<file path="src/rtl/pdma_pkg.sv">
package pdma_pkg;
  localparam int NREG     = 6;
  localparam int IDX_RAM  = 0;
  localparam int IDX_CART = 1;
  localparam int IDX_RLEN = 2;
  localparam int IDX_WLEN = 3;
  localparam int IDX_STAT = 4;
  localparam int IDX_TIM  = 5;

  localparam int ST_BUSY = 0;
  localparam int ST_IO   = 1;
  localparam int ST_ERR  = 2;
  localparam int ST_PEND = 3;
  localparam int CMD_RST = 0;
  localparam int CMD_CLR = 1;

  function automatic logic [31:0] merge(input logic [31:0] old_v,
                                        input logic [31:0] data,
                                        input logic [31:0] mask);
    return (old_v & ~mask) | (data & mask);
  endfunction

  function automatic logic [31:0] low_ones(input int n);
    logic [31:0] r;
    r = '0;
    for (int b = 0; b < 32; b++)
      if (b < n) r[b] = 1'b1;
    return r;
  endfunction

  function automatic logic [31:0] reg_keep(input int idx, input logic unaligned,
                                           input int ram_w, input int len_w,
                                           input int tim_w);
    case (idx)
      IDX_RAM:  return low_ones(ram_w) & ~32'h1;
      IDX_CART: return unaligned ? 32'hFFFF_FFFF : ~32'h1;
      IDX_RLEN, IDX_WLEN: return low_ones(len_w);
      IDX_TIM:  return low_ones(tim_w);
      default:  return '0;
    endcase
  endfunction

  function automatic logic [31:0] reg_reset(input int idx, input logic [31:0] len_rst);
    return (idx == IDX_RLEN || idx == IDX_WLEN) ? len_rst : 32'h0;
  endfunction
endpackage

</file>
<file path="src/rtl/pdma_wr_decode.sv">
module pdma_wr_decode #(
  parameter int ADDR_W = 5,
  parameter int NREG   = 6
) (
  input  logic              wr_en,
  input  logic [ADDR_W-1:0] wr_addr,
  output logic [NREG-1:0]   hit
);
  for (genvar i = 0; i < NREG; i++) begin : g_hit
    assign hit[i] = wr_en && (wr_addr == ADDR_W'(i * 4));
  end
endmodule

</file>
<file path="src/rtl/pdma_field_reg.sv">
module pdma_field_reg #(
  parameter logic [31:0] RST = 32'h0
) (
  input  logic        clk,
  input  logic        rst_n,
  input  logic        we,
  input  logic [31:0] data,
  input  logic [31:0] mask,
  input  logic [31:0] keep,
  output logic [31:0] q
);
  always_ff @(posedge clk) begin
    if (!rst_n)  q <= RST;
    else if (we) q <= pdma_pkg::merge(q, data, mask) & keep;
  end
endmodule

</file>
<file path="src/rtl/pdma_status.sv">
module pdma_status (
  input  logic       clk,
  input  logic       rst_n,
  input  logic       hit_rlen,
  input  logic       hit_wlen,
  input  logic       hit_stat,
  input  logic [1:0] cmd,
  input  logic       dma_done,
  output logic       busy_q,
  output logic       pend_q,
  output logic       clr_evt,
  output logic       launch_evt,
  output logic       start_to_cart,
  output logic       start_to_ram,
  output logic       reset_cmd
);
  assign clr_evt    = hit_stat && cmd[pdma_pkg::CMD_CLR];
  assign launch_evt = hit_rlen || hit_wlen;

  always_ff @(posedge clk) begin
    if (!rst_n) begin
      busy_q        <= 1'b0;
      pend_q        <= 1'b0;
      start_to_cart <= 1'b0;
      start_to_ram  <= 1'b0;
      reset_cmd     <= 1'b0;
    end else begin
      start_to_cart <= hit_rlen;
      start_to_ram  <= hit_wlen;
      reset_cmd     <= hit_stat && cmd[pdma_pkg::CMD_RST];
      if (launch_evt)    busy_q <= 1'b1;
      else if (dma_done) busy_q <= 1'b0;
      if (dma_done)      pend_q <= 1'b1;
      else if (clr_evt)  pend_q <= 1'b0;
    end
  end
endmodule

</file>
<file path="src/rtl/pdma_regfile.sv">
module pdma_regfile #(
  parameter int          ADDR_W  = 5,
  parameter int          RAM_W   = 24,
  parameter int          LEN_W   = 24,
  parameter int          TIM_W   = 8,
  parameter logic [31:0] LEN_RST = 32'h0000_007F
) (
  input  logic              clk,
  input  logic              rst_n,
  input  logic              cfg_unaligned,
  input  logic              wr_en,
  input  logic [ADDR_W-1:0] wr_addr,
  input  logic [31:0]       wr_data,
  input  logic [31:0]       wr_mask,
  input  logic [ADDR_W-1:0] rd_addr,
  output logic [31:0]       rd_data,
  input  logic              dma_done,
  output logic [31:0]       ram_addr,
  output logic [31:0]       cart_addr,
  output logic [31:0]       to_cart_len,
  output logic [31:0]       to_ram_len,
  output logic [TIM_W-1:0]  bus_timing,
  output logic              start_to_cart,
  output logic              start_to_ram,
  output logic              reset_cmd,
  output logic              irq
);
  import pdma_pkg::*;

  logic [NREG-1:0] hit;
  logic [31:0]     regs [NREG];
  logic [31:0]     cmd_word;
  logic            busy_q, pend_q, clr_evt, launch_evt;

  assign cmd_word = wr_data & wr_mask;

  pdma_wr_decode #(.ADDR_W(ADDR_W), .NREG(NREG)) u_dec (
    .wr_en(wr_en), .wr_addr(wr_addr), .hit(hit)
  );

  for (genvar i = 0; i < NREG; i++) begin : g_reg
    if (i == IDX_STAT) begin : g_stat
      assign regs[i] = {28'h0, pend_q, 1'b0, 1'b0, busy_q};
    end else begin : g_field
      logic [31:0] keep;
      assign keep = reg_keep(i, cfg_unaligned, RAM_W, LEN_W, TIM_W);
      pdma_field_reg #(.RST(reg_reset(i, LEN_RST))) u_fr (
        .clk(clk), .rst_n(rst_n), .we(hit[i]), .data(wr_data),
        .mask(wr_mask), .keep(keep), .q(regs[i])
      );
    end
  end

  pdma_status u_st (
    .clk(clk), .rst_n(rst_n),
    .hit_rlen(hit[IDX_RLEN]), .hit_wlen(hit[IDX_WLEN]), .hit_stat(hit[IDX_STAT]),
    .cmd(cmd_word[1:0]), .dma_done(dma_done),
    .busy_q(busy_q), .pend_q(pend_q), .clr_evt(clr_evt), .launch_evt(launch_evt),
    .start_to_cart(start_to_cart), .start_to_ram(start_to_ram), .reset_cmd(reset_cmd)
  );

  always_comb begin
    rd_data = '0;
    for (int i = 0; i < NREG; i++)
      if (rd_addr == ADDR_W'(i * 4)) rd_data = regs[i];
  end

  assign ram_addr    = regs[IDX_RAM];
  assign cart_addr   = regs[IDX_CART];
  assign to_cart_len = regs[IDX_RLEN];
  assign to_ram_len  = regs[IDX_WLEN];
  assign bus_timing  = regs[IDX_TIM][TIM_W-1:0];
  assign irq         = pend_q;
endmodule

</file>
<file path="config.mk">
export PLATFORM = sky130hd
export DESIGN_NAME = pdma_regfile
export DESIGN_NICKNAME = d
export VERILOG_FILES = /design/src/rtl/pdma_pkg.sv /design/src/rtl/pdma_wr_decode.sv /design/src/rtl/pdma_field_reg.sv /design/src/rtl/pdma_status.sv /design/src/rtl/pdma_regfile.sv
export SDC_FILE = /design/constraint.sdc
export NUM_CORES = 1
export LEC_CHECK = 0
export ABC_AREA = 0
export BUFFER_PORTS_ARGS = -buffer_cell sky130_fd_sc_hd__buf_4
export CORE_MARGIN = 3
export CORE_UTILIZATION = 52
export DETAILED_ROUTE_END_ITERATION = 6
export GPL_TIMING_DRIVEN = 1
export PLACE_DENSITY_LB_ADDON = 0.25
export SLEW_MARGIN = 20
export SYNTH_ARGS = -nofsm -noshare
export SYNTH_HDL_FRONTEND = slang
export SYNTH_SLANG_ARGS = --single-unit
</file>
<file path="constraint.sdc">
create_clock -name clk -period 2 [get_ports clk]
set_input_delay 0.1 -clock clk [delete_from_list [all_inputs] [get_ports clk]]
set_output_delay 0.1 -clock clk [all_outputs]
set_load 0.03 [all_outputs]
</file>
Word-level counts from Yosys, hierarchy flattened

Index checks and enable logic that the tools add are counted.

Register bits: 116
Input port bits: 79
Output and inout bits: 172
Word-level logic and storage cells: 57

Eq/ne operators: 10
Mux-type cells: 11
Bitwise gates (word level): 13
Reductions and logical operators: 13

Operators with widths:

| cell                                          | number |
|---|---|
| 2-to-1 mux 32 bit                             | 5 |
| bitwise AND 32 bit                            | 3 |
| bitwise AND 24 bit                            | 3 |
| OR 24 bit                                     | 3 |
| inverter 32 bit                               | 1 |
| OR 32 bit                                     | 1 |
| 2-to-1 mux 24 bit                             | 1 |
| == test 5 x 4 -> 1 bit, second input constant | 4 |
| == test 5 bit, second input constant          | 4 |
| == test 5 x 3 -> 1 bit, second input constant | 2 |
| zero test 5 bit                               | 2 |
| bitwise AND 8 bit                             | 1 |
| logical AND 1 bit                             | 8 |
| OR 8 bit                                      | 1 |
| 2-to-1 mux 1 bit                              | 5 |
| nonzero test 2 bit                            | 2 |
| logical OR 1 bit                              | 1 |

Depth between registers and ports, before layout

Word-level depth: 7
Depth in mapped cells: 7
Depth with buffers taken out: 4

Modules after synthesis

From an unflattened synthesis, not the netlist that was laid out.

Cell total of the unflattened synthesis: 1070
Area total of the unflattened synthesis: 9904.5 um^2

Modules (own cells, without submodules):

| module                                     | instances | cells each | area an instance (um^2) | seq. area each (um^2) |
|---|---|---|---|---|
| pdma_field_reg (g_reg[0].g_field.u_fr ...) | 3         | 171        | 1702.9                  | 640.6 |
| pdma_field_reg (g_reg[2].g_field.u_fr ...) | 2         | 171        | 1524.0                  | 640.6 |
| pdma_regfile                               | 1         | 188        | 1508.9                  | 0.0 |
| pdma_status                                | 1         | 15         | 161.4                   | 100.1 |
| pdma_wr_decode                             | 1         | 12         | 77.6                    | 0.0 |

Least setup slack after synthesis

No wires, ideal clock.

Path kind: input port to output port
Start point: input rd_addr[3]
End point: output rd_data[14]
Arrival: 1597 ps
Data required time: 1900 ps
Slack: 303 ps
Cell stages on the path: 6
Path buffers: 2
Path through: buf_2 or3_4 nor3_4 buf_6 a221oi_1 a21oi_1

Longest elaborated chain between the ends: 7
Elaborated cells between the ends (all ways): 12
Those cells by class: 5 x eq/ne; 6 x mux; 1 x reduce/logical

Ends and longest elaborated chain:

| what                            | RTL line           | RTL |
|---|---|---|
| start, declared                 | pdma_regfile.sv:15 | `input logic [ADDR_W-1:0] rd_addr,` |
| zero test 5 bit                 | pdma_regfile.sv:65 | `if (rd_addr == ADDR_W'(i * 4)) rd_data = regs[i];` |
| 2-to-1 mux 24 bit               | pdma_regfile.sv:65 |  |
| 2-to-1 mux 32 bit (4 in series) | pdma_regfile.sv:65 |  |
| 2-to-1 mux 32 bit *             | pdma_regfile.sv:65 |  |
| end, declared                   | pdma_regfile.sv:16 | `output logic [31:0] rd_data,` |

Mark *: on every way between the ends. The rest lies on a longest branch, timed or not.

Final worst setup path

Start point: input rd_addr[1]
End point: output rd_data[9]

Same word-level chain as after synthesis.

==> impl_metrics.yaml <==
layout:
  fin_nets: 1023
  antenna_cells: 0
  fillCellCount: 742
  final_core_util_pct: 78.0
  drive_gt1_share_pct: 30.4
  layout_commonest_cell: "buf_4"
  finalNonFillerCells: 1096
  synthToLayoutAreaGrowth_pct: 45.2
  final_cell_mix: "236 x buf_4, 206 x nand2_1, 116 x dfxtp_1, 93 x mux2i_1, 54 x a21oi_1"
yosys:
  synthArstFlopShare_pct: 0
  syn_area_per_cell_um2: 8.42
  yosys_warnings: 0
  syn_inst: 701
  ys_types: 45
  synth-edff-count: 0
  synth_ff_type: "dfxtp_1"
  seq_area_frac_synth_pct: 39.4
  synth_seq_cells: 116
  syn_area_mm2: 0.00590
placement:
  dp.cells: 1026
  pre_cts_slack_ns: 0.146
  port_buffers: 225
  dpl.hpwl_um: 14000
  place_congestion: 0.911
power_and_ir_drop:
  p_comb_share_pct: 10.3
  ir_drop_uv: 479
  cellLeakagePower_nw: 4.32
  power_density_mw_per_mm2: 710
  pwr-share-clk_pct: 51.3
  p_sw_share_pct: 23.6
  p_sw_mw: 1.44
  power_frac_seq_pct: 38.4
  intPower_mw: 4.65
drt:
  wl_per_cell_um: 18.5
  initialDrtViolationCount: 551
  drcViolationCount: 0
  vias_per_cell: 5.79
  first_pass_iters: 5
  vias: 6346
  ant_nets: 0
  wl_um: 20300
global_routing:
  grt_pass1_wl_um: 31800
  antenna_found_initial: 0
  grt_pass1_vias: 6361
  track_usage_pct: 31.1
  grt_start_max_net_pins: 100
  gr-total-overflow: 0
min_path:
  whs_path_depth: 3
  hold_class: "input pin to flip-flop"
  hold_start: "wr_mask[10]"
floorplanning:
  io-pin-count: 251
  fp.dieH_um: 113
  die_area_mm2: 0.0127
  die_w_um: 113
  core-area_mm2: 0.0110
  initial_utilization_pct: 53.7
  core.rowCount: 38
clock_tree:
  cts_hold_buf: 39
  cts.path.max_buffers: 2
  cts_resized: 0
  clk_latency_ns: 0.40
  cts-buffers-inserted: 17
  cts_root_buffer: "clkbuf_16"
  tritoncts: "done"
  clkSlewWorstSetupHoldPaths_ns: 0.05
  cts.sink_count: 116
  post-cts-setup-buffers: 0
  cts_htree_levels: 4
worst_setup_path:
  arrival_ns: 1.74
  worst-path-buf-inv: 3
  slowest_delay_ns: 0.52
  cp_max_fo: 32
  crit_path_frequent_cell: "buf_4"
  path_cells: "buf_4 -> or3_1 -> nor2_4 -> buf_12 -> a221oi_1 -> a21oi_1 -> buf_4"
  cp-startpoint: "rd_addr[1]"
  cp-start-kind: "input pin"
  critical_path_required_ns: 1.90
  r2r_slack_ns: 0.70
  slowest_stage: "or3_1"
  cp_top_family: "simple AND/OR/NAND/NOR gates"
  criticalPathCategory: "input pin to primary output"
  cp.depth: 7
  worst_r2r_path_depth: 4
  cp-end-kind: "primary output"
sta:
  clock.fmax_ghz: 0.544
  fin_crit_sh_pct: 92.0
  skew_ns: 0
  tightest_slew_ns: 0.585
  hold_viol_final: 0
  setup_viol: 0
  setup_ws_ns: 0.160
  rsz0062_at_grt: "false"
  slew_headroom_pct: 60.8
  finalSetupTns_ns: 0
  maxSlewViolCount: 0
  layout_min_cycle_time_ns: 1.84
outcome:
  status: "completed"
job:
  drv_cap: 0
## cells by family (layout without fill, tap and decap cells)
| family | count (synthesis) | count (layout) | share of synthesized area (%) |
|---|---|---|---|
| AO/OA/AOI/OAI | 118 | 118 | 14.1 |
| buffers and inverters | 87 | 318 | 8.67 |
| flip-flops | 116 | 116 | 39.4 |
| multiplexers | 94 | 94 | 16.0 |
| other | 1 | 25 | 0.0636 |
| AND/OR/NAND/NOR | 285 | 285 | 21.8 |
## Yosys cell counts (2+ instances only)
cell type | number | share of area (%)
clkbuf_1 | 26 | 1.7
and2_2 | 8 | 1.0
and2_1 | 2 | 0.21
nor3b_4 | 2 | 0.64
buf_2 | 16 | 1.4
a221oi_1 | 16 | 2.4
dfxtp_1 | 116 | 39
and3_1 | 2 | 0.21
a41o_1 | 20 | 3.4
o2bb2ai_1 | 6 | 0.89
mux2i_1 | 93 | 16
a21oi_1 | 54 | 4.6
nand3_1 | 47 | 4.0
a32o_1 | 7 | 1.2
nor3_1 | 3 | 0.25
inv_1 | 6 | 0.38
nand2_1 | 206 | 13
o21ai_0 | 8 | 0.68
buf_6 | 6 | 1.1
buf_4 | 32 | 4.1
## power by group through the flow
stage,registers (mW),clock network [mW],logic (mW)
6_report,2.34,3.12,0.626
5_1_grt,2.34,3.24,0.663
4_1_cts,2.34,3.14,0.613
3_5_place_dp,2.38,0,0.561
3_3_place_gp,2.38,0,0.545
2_1_floorplan,2.40,0,0.328
## layer usage
layer | wire (µm) | part of all wire [%] | track usage (%) | vias to the layer above
met4 | 626 | 3.1 | 14.2 | 0
met2 | 10000 | 49 | 52.6 | 378
met3 | 1810 | 8.9 | 7.44 | 55
li1 | - | - | - | 2890
met5 | 0 | 0 | 0 | -
met1 | 7810 | 39 | 37.3 | 3023
## metrics by stage
| stage | hold slack [ns] | instance area, µm² | total power, mW |
|---|---|---|---|
| after floorplan | 0.225 | 5990 | 2.73 |
| after global placement | 0.333 | 7570 | 2.93 |
| after detailed placement | 0.343 | 7570 | 2.95 |
| after CTS | 0.0000112 | 8570 | 6.09 |
| after global routing | 0.00645 | 8570 | 6.24 |
| final | 0.00469 | 8570 | 6.08 |
## worst reg2reg max path, delay by kind of cell (launching register included)
kind / cells / cell delay, ns
flip-flops: 1 / 0.32
buffers and inverters: 1 / 0.55
AND/OR/NAND/NOR: 1 / 0.05
AO/OA/AOI/OAI: 2 / 0.27
## area by class of cell
class	count	area [µm²]	share of cell area [%]
Inverter	6	22.5	0.263
Clock inverter	9	126	1.47
Tap cell	140	175	2.04
Multi-Input combinational cell	522	3160	36.8
Clock buffer	22	484	5.65
Sequential cell	116	2320	27.1
Timing Repair Buffer	281	2280	26.6
## worst max-delay path by stage
stage / to / slack, ns
6_report: rd_data[9] / 0.16
3_3_place_gp: rd_data[9] / 0.22
5_1_grt: rd_data[9] / 0.05
2_1_floorplan: rd_data[14] / 0.30
4_1_cts: rd_data[9] / 0.14
3_5_place_dp: rd_data[9] / 0.15
No activity file was read; power rests on OpenSTA's default activity.
